`config.mk`:
```
export PLATFORM = sky130hd
export DESIGN_NAME = cfgwin_decoder
export DESIGN_NICKNAME = d
export VERILOG_FILES = /design/src/rtl/cfgwin_pkg.sv /design/src/rtl/cfgwin_reg.sv /design/src/rtl/cfgwin_map.sv /design/src/rtl/cfgwin_match.sv /design/src/rtl/cfgwin_decoder.sv
export SDC_FILE = /design/constraint.sdc
export NUM_CORES = 1
export LEC_CHECK = 0
export CAP_MARGIN = 25
export CELL_PAD_IN_SITES_DETAIL_PLACEMENT = 0
export CELL_PAD_IN_SITES_GLOBAL_PLACEMENT = 1
export CORE_MARGIN = 3
export CORE_UTILIZATION = 25
export CTS_BUF_LIST = sky130_fd_sc_hd__clkbuf_8
export DETAILED_ROUTE_END_ITERATION = 8
export MAX_ROUTING_LAYER = met4
export PLACE_DENSITY_LB_ADDON = 0.2
export SLEW_MARGIN = 30
export SYNTH_ARGS = -nofsm -noshare
export SYNTH_HDL_FRONTEND = slang
export SYNTH_SLANG_ARGS = --single-unit
```
`constraint.sdc`:
```
create_clock -name clk -period 8.6 [get_ports clk]
set_clock_uncertainty 0.1 [all_clocks]
set_input_delay 2.58 -clock clk [delete_from_list [all_inputs] [get_ports clk]]
set_output_delay 2.58 -clock clk [all_outputs]
set_load 0.03 [all_outputs]
```
`src/rtl/cfgwin_pkg.sv`:
```
package cfgwin_pkg;

  typedef enum logic [1:0] {
    SZ_256M = 2'b00,
    SZ_128M = 2'b01,
    SZ_64M  = 2'b10,
    SZ_RSVD = 2'b11
  } win_size_e;

  localparam int unsigned EN_BIT     = 0;
  localparam int unsigned SZ_LSB     = 1;
  localparam int unsigned MIN_LG     = 26;
  localparam int unsigned MAX_LG     = 28;
  localparam int unsigned LG_W       = 5;

  // log2 of the window size for a size code; reserved maps to the largest
  function automatic logic [LG_W-1:0] size_lg(input logic [1:0] code);
    logic [LG_W-1:0] lg;
    case (win_size_e'(code))
      SZ_128M: lg = LG_W'(MAX_LG - 1);
      SZ_64M:  lg = LG_W'(MIN_LG);
      default: lg = LG_W'(MAX_LG);
    endcase
    return lg;
  endfunction

endpackage

```
`src/rtl/cfgwin_reg.sv`:
```
module cfgwin_reg #(
  parameter int unsigned       REG_W   = 64,
  parameter int unsigned       ADDR_W  = 39,
  parameter logic [REG_W-1:0]  RST_VAL = 64'h0000_0000_B000_0000
) (
  input  logic                    clk,
  input  logic                    rst_n,
  input  logic                    wr_en,
  input  logic [REG_W/8-1:0]      wr_be,
  input  logic [REG_W-1:0]        wr_data,
  output logic [REG_W-1:0]        reg_q,
  output logic [ADDR_W-1:0]       dec_bits,
  output logic                    upd
);
  localparam int unsigned NBYTES = REG_W / 8;

  logic [REG_W-1:0] reg_nxt;

  generate
    for (genvar b = 0; b < NBYTES; b++) begin : g_lane
      always_comb begin
        if (wr_en && wr_be[b]) reg_nxt[8*b +: 8] = wr_data[8*b +: 8];
        else                   reg_nxt[8*b +: 8] = reg_q[8*b +: 8];
      end
    end
  endgenerate

  always_comb begin
    upd      = wr_en && (|wr_be);
    dec_bits = reg_nxt[ADDR_W-1:0];
  end

  always_ff @(posedge clk or negedge rst_n) begin
    if (!rst_n)   reg_q <= RST_VAL;
    else if (upd) reg_q <= reg_nxt;
  end

  // no enabled lane means the register keeps its value
  p_idle_hold_r7: assert property (@(posedge clk) disable iff (!rst_n)
    !(wr_en && (|wr_be)) |=> reg_q == $past(reg_q));

  // an enabled lane takes the written byte
  p_lane0_write_r2: assert property (@(posedge clk) disable iff (!rst_n)
    (wr_en && wr_be[0]) |=> reg_q[7:0] == $past(wr_data[7:0]));

  // a disabled lane keeps its byte
  p_lane_top_keep_r2: assert property (@(posedge clk) disable iff (!rst_n)
    !(wr_en && wr_be[NBYTES-1]) |=> reg_q[REG_W-1 -: 8] == $past(reg_q[REG_W-1 -: 8]));

endmodule

```
`src/rtl/cfgwin_map.sv`:
```
module cfgwin_map
  import cfgwin_pkg::*;
#(
  parameter int unsigned          ADDR_W  = 39,
  parameter logic [ADDR_W-1:0]    RST_LOW = 39'h00_B000_0000
) (
  input  logic                 clk,
  input  logic                 rst_n,
  input  logic                 upd,
  input  logic [ADDR_W-1:0]    dec_bits,
  output logic                 map_en,
  output logic [ADDR_W-1:0]    map_base,
  output logic [LG_W-1:0]      map_lg,
  output logic                 len_err
);
  localparam logic [1:0]        RST_CODE = RST_LOW[SZ_LSB +: 2];
  localparam logic [LG_W-1:0]   RST_LG   = size_lg(RST_CODE);
  localparam logic [ADDR_W-1:0] RST_BASE = (RST_LOW >> RST_LG) << RST_LG;
  localparam logic              RST_EN   = RST_LOW[EN_BIT] && (RST_CODE != SZ_RSVD);

  logic [1:0]        code;
  logic              is_rsvd;
  logic [LG_W-1:0]   lg_d;
  logic [ADDR_W-1:0] keep_mask;
  logic [ADDR_W-1:0] base_d;
  logic              load;
  logic              err_d;

  always_comb begin
    code    = dec_bits[SZ_LSB +: 2];
    is_rsvd = (code == SZ_RSVD);
    lg_d    = size_lg(code);
    for (int i = 0; i < int'(ADDR_W); i++) begin
      keep_mask[i] = (i >= int'(lg_d));
    end
    base_d = dec_bits & keep_mask;
    load   = upd && !is_rsvd;
    err_d  = upd && is_rsvd;
  end

  always_ff @(posedge clk or negedge rst_n) begin
    if (!rst_n) begin
      map_en   <= RST_EN;
      map_base <= RST_BASE;
      map_lg   <= RST_LG;
    end else if (load) begin
      map_en   <= dec_bits[EN_BIT];
      map_base <= base_d;
      map_lg   <= lg_d;
    end
  end

  always_ff @(posedge clk or negedge rst_n) begin
    if (!rst_n) len_err <= 1'b0;
    else        len_err <= err_d;
  end

  // reserved size code keeps the mapping
  p_rsvd_keeps_map_r6: assert property (@(posedge clk) disable iff (!rst_n)
    (upd && is_rsvd) |=> (map_en == $past(map_en)) && (map_base == $past(map_base))
                         && (map_lg == $past(map_lg)));

  // error pulse only follows a write
  p_err_after_write_r6: assert property (@(posedge clk) disable iff (!rst_n)
    len_err |-> $past(upd));

  // live size is always one of the three legal sizes
  p_size_legal_r3: assert property (@(posedge clk) disable iff (!rst_n)
    (map_lg >= LG_W'(MIN_LG)) && (map_lg <= LG_W'(MAX_LG)));

  // without an update the mapping does not move
  p_map_idle_r7: assert property (@(posedge clk) disable iff (!rst_n)
    !upd |=> map_base == $past(map_base));

endmodule

```
`src/rtl/cfgwin_match.sv`:
```
module cfgwin_match
  import cfgwin_pkg::*;
#(
  parameter int unsigned ADDR_W = 39,
  parameter int unsigned OFF_W  = 28
) (
  input  logic                 clk,
  input  logic                 rst_n,
  input  logic                 lk_valid,
  input  logic [ADDR_W-1:0]    lk_addr,
  input  logic                 map_en,
  input  logic [ADDR_W-1:0]    map_base,
  input  logic [LG_W-1:0]      map_lg,
  output logic                 hit_q,
  output logic [OFF_W-1:0]     off_q
);
  logic [ADDR_W:0]   win_len;
  logic [ADDR_W:0]   win_end;
  logic [ADDR_W:0]   addr_x;
  logic              in_rng;
  logic              hit_d;
  logic [OFF_W-1:0]  off_d;

  always_comb begin
    win_len = {{ADDR_W{1'b0}}, 1'b1} << map_lg;
    win_end = {1'b0, map_base} + win_len;
    addr_x  = {1'b0, lk_addr};
    in_rng  = (addr_x >= {1'b0, map_base}) && (addr_x < win_end);
    hit_d   = lk_valid && map_en && in_rng;
    off_d   = hit_d ? (lk_addr[OFF_W-1:0] - map_base[OFF_W-1:0]) : '0;
  end

  always_ff @(posedge clk or negedge rst_n) begin
    if (!rst_n) begin
      hit_q <= 1'b0;
      off_q <= '0;
    end else begin
      hit_q <= hit_d;
      off_q <= off_d;
    end
  end

  // a hit needs the window switched on
  p_hit_needs_en_r9: assert property (@(posedge clk) disable iff (!rst_n)
    hit_q |-> $past(map_en));

  // a hit needs a valid lookup
  p_hit_needs_valid_r4: assert property (@(posedge clk) disable iff (!rst_n)
    hit_q |-> $past(lk_valid));

  // offset is zero without a hit
  p_off_zero_r5: assert property (@(posedge clk) disable iff (!rst_n)
    !hit_q |-> off_q == '0);

endmodule

```
`src/rtl/cfgwin_decoder.sv`:
```
module cfgwin_decoder
  import cfgwin_pkg::*;
#(
  parameter int unsigned      REG_W   = 64,
  parameter int unsigned      ADDR_W  = 39,
  parameter logic [63:0]      RST_VAL = 64'h0000_0000_B000_0000
) (
  input  logic                 clk,
  input  logic                 rst_n,
  input  logic                 cfg_wr_en,
  input  logic [REG_W/8-1:0]   cfg_wr_be,
  input  logic [REG_W-1:0]     cfg_wr_data,
  output logic [REG_W-1:0]     cfg_rd_data,
  output logic                 cfg_len_err,
  input  logic                 lk_valid,
  input  logic [ADDR_W-1:0]    lk_addr,
  output logic                 lk_hit,
  output logic [MAX_LG-1:0]    lk_offset
);
  localparam int unsigned OFF_W = MAX_LG;

  logic [ADDR_W-1:0] dec_bits;
  logic              upd;
  logic              map_en;
  logic [ADDR_W-1:0] map_base;
  logic [LG_W-1:0]   map_lg;

  cfgwin_reg #(
    .REG_W   (REG_W),
    .ADDR_W  (ADDR_W),
    .RST_VAL (RST_VAL[REG_W-1:0])
  ) u_reg (
    .clk      (clk),
    .rst_n    (rst_n),
    .wr_en    (cfg_wr_en),
    .wr_be    (cfg_wr_be),
    .wr_data  (cfg_wr_data),
    .reg_q    (cfg_rd_data),
    .dec_bits (dec_bits),
    .upd      (upd)
  );

  cfgwin_map #(
    .ADDR_W  (ADDR_W),
    .RST_LOW (RST_VAL[ADDR_W-1:0])
  ) u_map (
    .clk      (clk),
    .rst_n    (rst_n),
    .upd      (upd),
    .dec_bits (dec_bits),
    .map_en   (map_en),
    .map_base (map_base),
    .map_lg   (map_lg),
    .len_err  (cfg_len_err)
  );

  cfgwin_match #(
    .ADDR_W (ADDR_W),
    .OFF_W  (OFF_W)
  ) u_match (
    .clk      (clk),
    .rst_n    (rst_n),
    .lk_valid (lk_valid),
    .lk_addr  (lk_addr),
    .map_en   (map_en),
    .map_base (map_base),
    .map_lg   (map_lg),
    .hit_q    (lk_hit),
    .off_q    (lk_offset)
  );

  // the lookup result reflects the mapping held in the lookup cycle
  p_same_cycle_old_map_r8: assert property (@(posedge clk) disable iff (!rst_n)
    (lk_valid && !map_en) |=> !lk_hit);

endmodule

```
; ---- Yosys cells after proc, flatten, opt, wreduce, memory -nomap -nowiden
; Cells that the tools add are included.
[op_classes]
addsub = 2
n_mux = 7
shift = 1
n_lt_le_gt_ge = 33
n_reduce_logical = 20
n_bitwise = 1
n_eq_ne = 3
[ops]
columns = op, n
row1 = "greater-or-equal comparator 5 bit, first input constant", 15
row2 = adder 39 x 40 -> 40 bit, 1
row3 = "greater-or-equal comparator 4 x 5 -> 1 bit, first input constant", 8
row4 = < comparator 39 x 40 -> 1 bit, 1
row5 = "<< shifter 1 x 5 -> 40 bit, first input constant", 1
row6 = AND 39 bit, 1
row7 = greater-or-equal comparator 39 bit, 1
row8 = 2-to-1 mux 8 bit, 4
row9 = 2-to-1 mux 28 bit, 1
row10 = subtractor 28 bit, 1
row11 = "greater-or-equal comparator 3 x 5 -> 1 bit, first input constant", 4
row12 = logical AND 1 bit, 14
row13 = "greater-or-equal comparator 1 x 5 -> 1 bit, first input constant", 2
row14 = "greater-or-equal comparator 2 x 5 -> 1 bit, first input constant", 2
row15 = AND reduction 2 bit, 4
row16 = OR reduction 8 bit, 1
row17 = 2-to-1 mux 7 bit, 1
row18 = one-hot mux 3 bit (2 select lines), 1
row19 = "== test 2 bit, second input constant", 2
row20 = "== test 2 x 1 -> 1 bit, second input constant", 1
row21 = logical NOT 1 bit, 1
[word_totals]
ff_bits = 139
in_bits = 115

; ---- Longest topological paths before layout
[depth]
ltp_word = 6
depth_mapped = 19

; ---- Hierarchy
; A second synthesis with hierarchy kept.
[hier_totals]
hier_cells = 942
area_unflattened_um2 = 9499.1
[modules_own_cells]
columns = mod, cells_each, seq_area_each_um2, instances, area_per_inst_um2
row1 = cfgwin_match, 678, 725.7, 1, 5250.0
row2 = cfgwin_reg, 184, 1605.3, 1, 3211.8
row3 = cfgwin_map, 80, 480.5, 1, 1037.2

; ---- Least setup slack after synthesis
; OpenSTA, ideal clock, no wires.
[synth_path]
path_type = input -> register
startpoint = in cfg_wr_en
endpoint = reg u_map.map_base[26]
slack_ns = 4.050
t_arrival_ns = 4.318
stages = 7
required_time_ns = 8.368
cell_sequence = clkbuf_1 -> nand2_1 -> mux2_2 -> ha_1 -> nor2_1 -> clkbuf_1 -> o21ai_0
[synth_via]
elab_chain_len = 6
word_cells_on_any_way = 13
classes_between = order compare (1) / eq/ne (3) / mux (3) / bitwise (1) / reduce/logical (5)
[synth_lines]
columns = element, line
row1 = start: declaration, cfgwin_decoder.sv:10  ; input logic cfg_wr_en,
row2 = logical AND 1 bit (*), cfgwin_reg.sv:22  ; if (wr_en && wr_be[b]) reg_nxt[8*b +: 8] = wr_data[8*b +: 8];
row3 = 2-to-1 mux 8 bit (*), cfgwin_reg.sv:22
row4 = net dec_bits[1], cfgwin_decoder.sv:22  ; logic [ADDR_W-1:0] dec_bits;
row5 = == test 2 bit or == test 2 x 1 -> 1 bit (tied branches), cfgwin_pkg.sv:19  ; case (win_size_e'(code))
row6 = one-hot mux 3 bit (2 select lines), cfgwin_pkg.sv:19
row7 = greater-or-equal comparator 5 bit, cfgwin_map.sv:34  ; keep_mask[i] = (i >= int'(lg_d));
row8 = AND 39 bit, cfgwin_map.sv:36  ; base_d = dec_bits & keep_mask;
row9 = end signal: assignment, cfgwin_map.sv:48  ; map_base <= base_d;
row10 = end: declaration, cfgwin_map.sv:12  ; output logic [ADDR_W-1:0] map_base,
; Mark *: on every way through the listed nets, which the timed path passes. The rest lies on a longest branch.
; A chain may end at the register's enable or synchronous reset.

; ---- Worst setup path after layout
[layout_path]
startpoint = in lk_addr[24]
endpoint = reg u_match.off_q[26]
[layout_via]
elab_chain_len = 4
word_cells_on_any_way = 6
classes_between = add/sub (1) / order compare (2) / mux (1) / reduce/logical (2)
[layout_lines]
columns = element, line
row1 = start: declaration, cfgwin_decoder.sv:16  ; input logic [ADDR_W-1:0] lk_addr,
row2 = < comparator 39 x 40 -> 1 bit or greater-or-equal comparator 39 bit (tied branches), cfgwin_match.sv:28  ; in_rng = (addr_x >= {1'b0, map_base}) && (addr_x < win_end);
row3 = logical AND 1 bit, cfgwin_match.sv:28
row4 = logical AND 1 bit, cfgwin_match.sv:29  ; hit_d = lk_valid && map_en && in_rng;
row5 = 2-to-1 mux 28 bit (*), cfgwin_match.sv:30  ; off_d = hit_d ? (lk_addr[OFF_W-1:0] - map_base[OFF_W-1:0]) : '0;
row6 = net u_match.off_d[26], cfgwin_match.sv:22  ; logic [OFF_W-1:0] off_d;
row7 = end signal: assignment, cfgwin_match.sv:36  ; off_q <= '0;
row8 = end signal: assignment, cfgwin_match.sv:39  ; off_q <= off_d;
row9 = end: declaration, cfgwin_match.sv:15  ; output logic [OFF_W-1:0] off_q
; Marked as above.

==> flow_summary_export.csv <==
group,metric,value,unit
status,status,"finished, final reports clean",
pwr,p_leak,3.35,nW
clock_tree,clock-root-buffer,"clkbuf_8",
final_layout,mostFrequentLayoutCell,"clkdlybuf4s50_1",
timing,period_minus_slack,5.01,ns
synthesis,yosysTopAreaCellShare,49.7,%
timing,rsz0062_at_grt,"false",
route,drc,0,
synthesis,synth-main-ff-cell,"dfrtp_1",
timing,worst_hold_slack,0.412,ns
floorplan,fp-row-count,52,
timing,tightest_slew,0.718,ns
critical_path,startpoint_type,"primary input",
pwr,p_sw,0.540,mW
route,drt_iter0_markers,101,
grt,grt_max_degree,78,
timing,max_freq,200,MHz
final_layout,antenna_cells,0,
place,globalplace.congestion,0.814,
place,dp_hpwl,12000,um
final_layout,seqCellArea,2810,um2
clock_tree,cts_sinks,112,
grt,gr-total-overflow,0,
timing,report.final.slew_viol_count,0,
pwr,p_per_area,194,nW/um2
pwr,p_int,0.988,mW
grt,grt_pass1_wl,22700,um
clock_tree,postCtsSetupRepairBufs,0,
synthesis,synthCells,438,
route,ant_nets,0,
clock_tree,cts_resized,0,
timing,hold_viol_final,0,
clock_tree,cts_max_level,3,
place,portBuffers,208,
critical_path,critPathCaptureType,"flop",
final_layout,fillers,2021,
synthesis,synthArstFlopShare,100,%
route,dr_wl_met3,1160,um
final_layout,nets,805,
synthesis,yosys_warnings,0,
synthesis,ys_seq_area_share,53.2,%
worst_hold_path,hold_class,"reg -> reg",
critical_path,critPathArrivalTime,5.21,ns
grt,grt_usage,13.2,%
synthesis,synth_edf_count,0,
route,top_layer,"met4",
critical_path,crit_type,"in -> reg",
clock_tree,path_clk_slew,0.10,ns
final_layout,multi_input_area,2360,um2
pwr,clockPowerShare,20.2,%
route,wl_met1,6730,um
synthesis,synth_cell_types,45,
synthesis,syn-num-nets,593,
critical_path,r2r_slack,4.49,ns
clock_tree,cts_tree,"yes",
floorplan,dieArea,22900,um2
synthesis,synth_area,5290,um2
final_layout,area_delta_synth_final,48.9,%
critical_path,required,8.79,ns
route,avgViaCountPerCell,4.30,
synthesis,ys_seq_elements,112,
final_layout,layout_common_cells,"clkdlybuf4s50_1, dfrtp_1, mux2_2, nand2_1, ha_1",
run,maxCapViolations,0,
critical_path,critPathSlowestCell,"clkdlybuf4s50_1",
timing,fin_tns_setup,0,ns
floorplan,core_area,20500,um2
grt,grt_pass1_vias,4199,
pwr,pwr-share-seq,42.8,%
critical_path,cpPeakStageDelay,0.43,ns
critical_path,path_max_fanout,29,
floorplan,chipHeight,151,um
route,dr.pass1.iters,4,
final_layout,drive_gt1_share,14.5,%
clock_tree,cts_inserted_buffers,9,
route,via_count,3980,
route,dr_wl_met2,6890,um
clock_tree,cts-hold-fix-buffers,0,
timing,final-setup-viol-count,0,
critical_path,cp_cell_sequence,"clkdlybuf4s50_1 -> ha_1 -> nor4b_1 -> nand4_1 -> o41ai_1 -> o21ai_1 -> a32oi_1 -> buf_4 -> nor3b_2",
synthesis,syn_avg_cell_area,12.1,um2
floorplan,die_w,151,um
pwr,switching_share,35.3,%
grt,antenna_found_initial,0,
timing,relSlewSlack,52.1,%
pwr,combinationalPowerShare,37.1,%
timing,finalCritPeriodShare,58.3,%
route,wl_per_cell,16.2,um
route,drt_wl_total,14900,um
clock_tree,insertion_delay,0.38,ns
pwr,peakVddDrop,0.0740,mV
synthesis,synthTopCellsByArea,"dfrtp_1, mux2_2, ha_1",
floorplan,initial_utilization,25.8,%
synthesis,yosysTopAreaCell,"dfrtp_1",
floorplan,io_pins,209,
clock_tree,clock_path_buffers,2,
==> layer usage <==
metal,vias up,global-route usage [%]
li1,1963,-
met2,128,20.9
met1,1880,17.0
met3,9,3.47
met4,0,3.31
met5,-,-
==> area by class of cell <==
class / instances / share of cell area (%)
Multi-Input combinational cell: 298 / 30.0
Clock inverter: 6 / 0.652
Inverter: 19 / 0.906
Sequential cell: 112 / 35.7
Tap cell: 270 / 4.29
Clock buffer: 10 / 1.75
Timing Repair Buffer: 210 / 26.7
==> critical path: cells and delay by family <==
kind,cells,cell delay (ns)
simple gates,3,0.79
fa+ha+maj,1,0.37
compound gates,3,0.73
buf+inv,2,0.72
==> sequential cells by signal, summed over array words and instances, names as in the netlist <==
signal	flops
u_match.hit_q	1
u_reg.reg_q	64
u_map.map_base	14
u_map.map_en	1
u_match.off_q	28
u_map.len_err	1
u_map.map_lg	3
==> power groups by stage <==
stage	Combinational, mW	Sequential [mW]	Clock (mW)
4_1_cts	0.576	0.655	0.331
5_1_grt	0.623	0.664	0.345
2_1_floorplan	0.226	0.759	0
6_report	0.567	0.654	0.309
3_5_place_dp	0.574	0.664	0
3_3_place_gp	0.567	0.662	0
==> cells in the mapped netlist (all sizes together) (8+ instances only) <==
| library cell | number |
|---|---|
| dfrtp | 105 |
| mux2 | 66 |
| ha | 40 |
| nand2 | 40 |
| and2 | 25 |
| o21ai | 24 |
| inv | 19 |
| nor2 | 16 |
| xnor2 | 10 |
| nand3 | 8 |
==> per-stage QoR <==
stage	setup WS (ns)	utilization, %	cells	cell area, um2	power [mW]
after floorplan	4.05	-	438	5290	0.985
after global placement	3.16	37.4	909	7670	1.23
after detailed placement	3.05	37.5	909	7680	1.24
after CTS	3.51	38.4	925	7870	1.56
after global routing	3.32	38.4	925	7870	1.63
final	3.59	38.4	925	7870	1.53
==> cells by family (layout without fill, tap and decap cells) <==
family	count (synthesis)	in the layout	synth area share [%]
simple gates	125	125	12.5
flops	112	112	53.2
mux	66	66	14.1
compound gates	53	53	6.23
fa+ha+maj	40	40	9.47
buf+inv	28	245	2.23
xor+xnor	14	14	2.32
==> final timing paths <==
| check | startpoint | to | depth (start not counted) |
|---|---|---|---|
| min | u_reg.reg_q[51]$_DFFE_PN0P_ | u_reg.reg_q[51]$_DFFE_PN0P_ | 1 |
| max reg2reg | u_map.map_lg[2]$_DFFE_PN1P_ | u_match.off_q[26]$_DFF_PN0_ | 17 |
| min in group asynchronous | rst_n | u_match.off_q[8]$_DFF_PN0_ | 1 |
| max | lk_addr[24] | u_match.off_q[26]$_DFF_PN0_ | 9 |
| min reg2reg | u_reg.reg_q[51]$_DFFE_PN0P_ | u_reg.reg_q[51]$_DFFE_PN0P_ | 1 |
| max in group asynchronous | rst_n | u_map.map_base[37]$_DFFE_PN0P_ | 2 |
Note: power is estimated with default switching activity, not from simulation.
